**config.mk**
```make
export PLATFORM = sky130hd
export DESIGN_NAME = hdlc_preamble_seq
export DESIGN_NICKNAME = d
export VERILOG_FILES = /design/src/rtl/hdlc_preamble_seq.sv
export SDC_FILE = /design/constraint.sdc
export NUM_CORES = 1
export LEC_CHECK = 0
export BUFFER_PORTS_ARGS = -buffer_cell sky130_fd_sc_hd__buf_2
export CAP_MARGIN = 15
export CORE_AREA = 5 5 46 56
export DETAILED_ROUTE_END_ITERATION = 16
export DIE_AREA = 0 0 51 61
export PLACE_DENSITY_LB_ADDON = 0.12
export SYNTH_ARGS = -nofsm -noshare
export SYNTH_HDL_FRONTEND = slang
export SYNTH_SLANG_ARGS = --single-unit
```
**constraint.sdc**
```tcl
create_clock -name clk -period 2.65 [get_ports clk]
set_input_delay 0.3975 -clock clk [delete_from_list [all_inputs] [get_ports clk]]
set_output_delay 0.3975 -clock clk [all_outputs]
set_load 0.01 [all_outputs]
```
**src/rtl/hdlc_preamble_seq.sv**
```systemverilog
module hdlc_preamble_seq (
  input  logic       clk,
  input  logic       rst_n,
  input  logic       bit_en,
  input  logic       idle_flags,
  input  logic       frame_ready,
  input  logic       pre_en,
  input  logic [7:0] pre_pattern,
  input  logic [2:0] pre_reps,
  input  logic       frame_bit,
  input  logic       frame_end,
  output logic       tx_bit,
  output logic       tx_valid,
  output logic       pre_active,
  output logic       frame_active
);

  typedef enum logic [1:0] {S_IDLE, S_PRE, S_FRAME} state_t;

  state_t     state;
  logic [2:0] bit_cnt;
  logic [2:0] rep_cnt;
  logic [2:0] reps_l;
  logic [7:0] pat_l;
  logic       pend;
  logic [6:0] pre_bits;

  wire       req      = pend | frame_ready;
  wire       byte_end = bit_en && (bit_cnt == 3'd7);
  wire [7:0] fill     = idle_flags ? 8'h7E : 8'hFF;

  always_ff @(posedge clk) begin
    if (!rst_n) begin
      state   <= S_IDLE;
      bit_cnt <= 3'd0;
      rep_cnt <= 3'd0;
      reps_l  <= 3'd0;
      pat_l   <= 8'h00;
      pend    <= 1'b0;
    end else begin
      case (state)
        S_IDLE: begin
          if (frame_ready) pend <= 1'b1;
          if (bit_en) bit_cnt <= bit_cnt + 3'd1;
          if (byte_end && req) begin
            pend    <= 1'b0;
            rep_cnt <= 3'd0;
            if (pre_en) begin
              state  <= S_PRE;
              pat_l  <= pre_pattern;
              reps_l <= pre_reps;
            end else begin
              state <= S_FRAME;
            end
          end
        end
        S_PRE: begin
          if (bit_en) bit_cnt <= bit_cnt + 3'd1;
          if (byte_end) begin
            if (rep_cnt == reps_l) state <= S_FRAME;
            else rep_cnt <= rep_cnt + 3'd1;
          end
        end
        default: begin
          if (frame_end) begin
            state   <= S_IDLE;
            bit_cnt <= 3'd0;
          end
        end
      endcase
    end
  end

  assign pre_active   = (state == S_PRE);
  assign frame_active = (state == S_FRAME);
  assign tx_valid     = bit_en;
  assign tx_bit       = frame_active ? frame_bit :
                        pre_active   ? pat_l[bit_cnt] : fill[bit_cnt];

  always_ff @(posedge clk) begin
    if (!rst_n || !pre_active) pre_bits <= 7'd0;
    else if (bit_en) pre_bits <= pre_bits + 7'd1;
  end

  AST_PRE_NEEDS_EN: assert property (@(posedge clk) disable iff (!rst_n)
    $rose(pre_active) |-> $past(pre_en) && $past(bit_en));
  AST_DIRECT_NO_PRE: assert property (@(posedge clk) disable iff (!rst_n)
    $rose(frame_active) |-> $past(bit_en) && ($past(pre_active) || !$past(pre_en)));
  AST_PRE_LEN: assert property (@(posedge clk) disable iff (!rst_n)
    $fell(pre_active) |-> (int'($past(pre_bits)) == 8 * (int'($past(reps_l)) + 1) - 1));
  AST_STALL_HOLD: assert property (@(posedge clk) disable iff (!rst_n)
    (pre_active && !bit_en) |=> pre_active && $stable(tx_bit));
  AST_END_TO_IDLE: assert property (@(posedge clk) disable iff (!rst_n)
    (frame_active && frame_end) |=> !frame_active && !pre_active);
  AST_NOT_BOTH: assert property (@(posedge clk) disable iff (!rst_n)
    !(pre_active && frame_active));

endmodule

```
==> qor.yml <==
synth:
  synthMostInstantiatedCell: "dfxtp_1"
  async_flop_share_pct: 0
  synth_nets: 129
  yosys-top-cells-count: "20 x dfxtp_1, 15 x nor2b_1, 14 x mux2i_1"
  synth_top_area_cell: "dfxtp_1"
  synthCells: 107
  synth_top_area_share_pct: 37.8
  syn_area_um2: 1060
  synth_edf_count: 0
  synth.area.top_cells: "dfxtp_1 38%, mux2i_1 13%, nor2b_1 8.9%"
  yosys_warnings: 0
  ys_seq_area_share_pct: 37.8
  ys.flop_type: "dfxtp_1"
  ys_seq_elements: 20
  synth_cell_types: 32
  syn_area_per_cell_um2: 9.90
detailed_routing:
  drc_errors: 0
  wl_per_cell_um: 13.6
  firstDrtPassIters: 4
  routed_wl_um: 2020
  detail-route-antenna-nets: 0
  drt-initial-drc-count: 6
  vias: 807
  via_per_inst: 5.45
die:
  die_area_um2: 3110
  io_pins: 23
  die_h_um: 61
  initial_core_util_pct: 52.9
  fp-row-count: 18
  die_x_um: 51
  coreArea_um2: 2000
global_route:
  overflow: 0
  grt_pass1_vias: 777
  antenna_found_initial: 0
  grt_max_degree: 23
  grt_use_total_pct: 14.8
  grt_first_pass_wirelength_um: 3480
cts:
  clock_path_buffers: 2
  clk_latency_ns: 0.30
  clock-sinks: 20
  postCtsSetupBuffers: 0
  cts_tree: "built"
  cts_hold_buffers: 0
  root_buffer: "clkbuf_4"
  clk_pin_slew_worst_paths_ns: 0.11
  post_cts_resized: 0
  htreeDepth: 1
  cts_inserted_buffers: 3
flow_run:
  drv_cap: 0
status:
  status: "finished, final reports clean"
timing:
  fin_crit_sh_pct: 79.5
  worst_slack_ns: 0.543
  period_needed_ns: 2.11
  finClkSkew_ns: 0.00175
  setup_viol: 0
  slew_viol_final: 0
  hold_viol: 0
  slew_headroom_pct: 69.7
  fmax_ghz: 0.475
  worst_pin_slew_ns: 0.448
  setup_tns_ns: 0
  rsz0062_at_grt: "false"
critical_path:
  end_kind: "primary output"
  startpoint_type: "flop"
  path_class: "flop to primary output"
  cp_data_arrival_time_ns: 1.71
  path_max_fanout: 7
  cp.required_ns: 2.25
final_layout:
  multi_input_area_um2: 618
  syn_to_final_growth_pct: 13.7
  area.sequential_um2: 400
  drive_gt1_share_pct: 24.2
  diodes: 0
  num-fill-cells: 182
  layout.nets: 151
  final_util_pct: 60.1
power:
  p_leak_nw: 0.467
  peakVddDrop_mv: 0.299
  powerDensity_nw_per_um2: 445
place:
  gp_congestion: 0.778
  port_buffers: 22
  hpwlAfterDp_um: 1480
  place_ws_ns: 0.801
min_path:
  hold_class: "input port to flop"
==> report_power, final <==
part | switching [W] | internal [W]
Clock | 0.0000932 | 0.0000838
Sequential | 0.00000703 | 0.000305
Combinational | 0.0000200 | 0.0000269
==> per-layer routing <==
layer / vias to the layer above / track usage (%) / part of all wire [%]
met3: 5 / 3.69 / 6.4
li1: 421 / - / -
met4: 0 / 6.92 / 2.0
met1: 355 / 18.9 / 46
met5: - / 0 / 0
met2: 26 / 23.8 / 45
==> through the flow <==
| step | total power (W) | hold WS, ns | cells | instance area, um^2 |
|---|---|---|---|---|
| floorplan | 0.000344 | 0.465 | 107 | 1060 |
| detailed placement | 0.000366 | 0.501 | 144 | 1170 |
| CTS | 0.000542 | 0.343 | 148 | 1200 |
| global route | 0.000561 | 0.348 | 148 | 1200 |
| finish | 0.000536 | 0.350 | 148 | 1200 |
| global placement | 0.000365 | 0.479 | 144 | 1170 |
==> cell type report <==
| class | count | area share, % |
|---|---|---|
| multi-input combinational | 79 | 51.3 |
| sequential | 20 | 33.2 |
| tap | 20 | 2.08 |
| timing repair buffer | 23 | 9.76 |
| clock buffer | 4 | 3.01 |
| inverter | 2 | 0.623 |
==> critical path, stage by stage (launching register included) <==
cell and delay [ns]:
dfxtp_1 0.50, mux4_2 0.54, mux2i_1 0.14, a21oi_1 0.07
buf_2 0.16
==> cell families after synthesis <==
| group | synth area share, % |
|---|---|
| compound gates | 10.6 |
| xor+xnor | 3.31 |
| fa+ha+maj | 3.54 |
| buf+inv | 3.90 |
| flops | 37.8 |
| mux | 17.5 |
| simple gates | 23.4 |
==> sequential cells by signal, indices dropped and copies added, names as in the netlist <==
signal / cells
state: 2
pend: 1
bit_cnt: 3
reps_l: 3
pat_l: 8
rep_cnt: 3
==> layout by cell type (no fill, tap or decap), types with 3 or more instances in the layout <==
cell type and count:
clkbuf_4 3, o21ai_0 4, mux2i_1 14, and3_1 3, xnor2_1 4, nor2b_1 15, nor2_1 4, nand2_1 5
buf_2 22, ha_1 3, a21oi_1 3, dfxtp_1 20
==> path summary, 6_finish.rpt <==
| kind | start | to | slack, ns | cells after the start |
|---|---|---|---|---|
| max | bit_cnt[0] | tx_bit | 0.54 | 4 |
| min | pre_pattern[6] | pat_l[6] | 0.35 | 3 |
| max reg2reg | bit_cnt[0] | reps_l[0] | 0.80 | 7 |
| min reg2reg | rep_cnt[1] | rep_cnt[1] | 0.51 | 2 |
No activity file was read; power rests on OpenSTA's default activity.
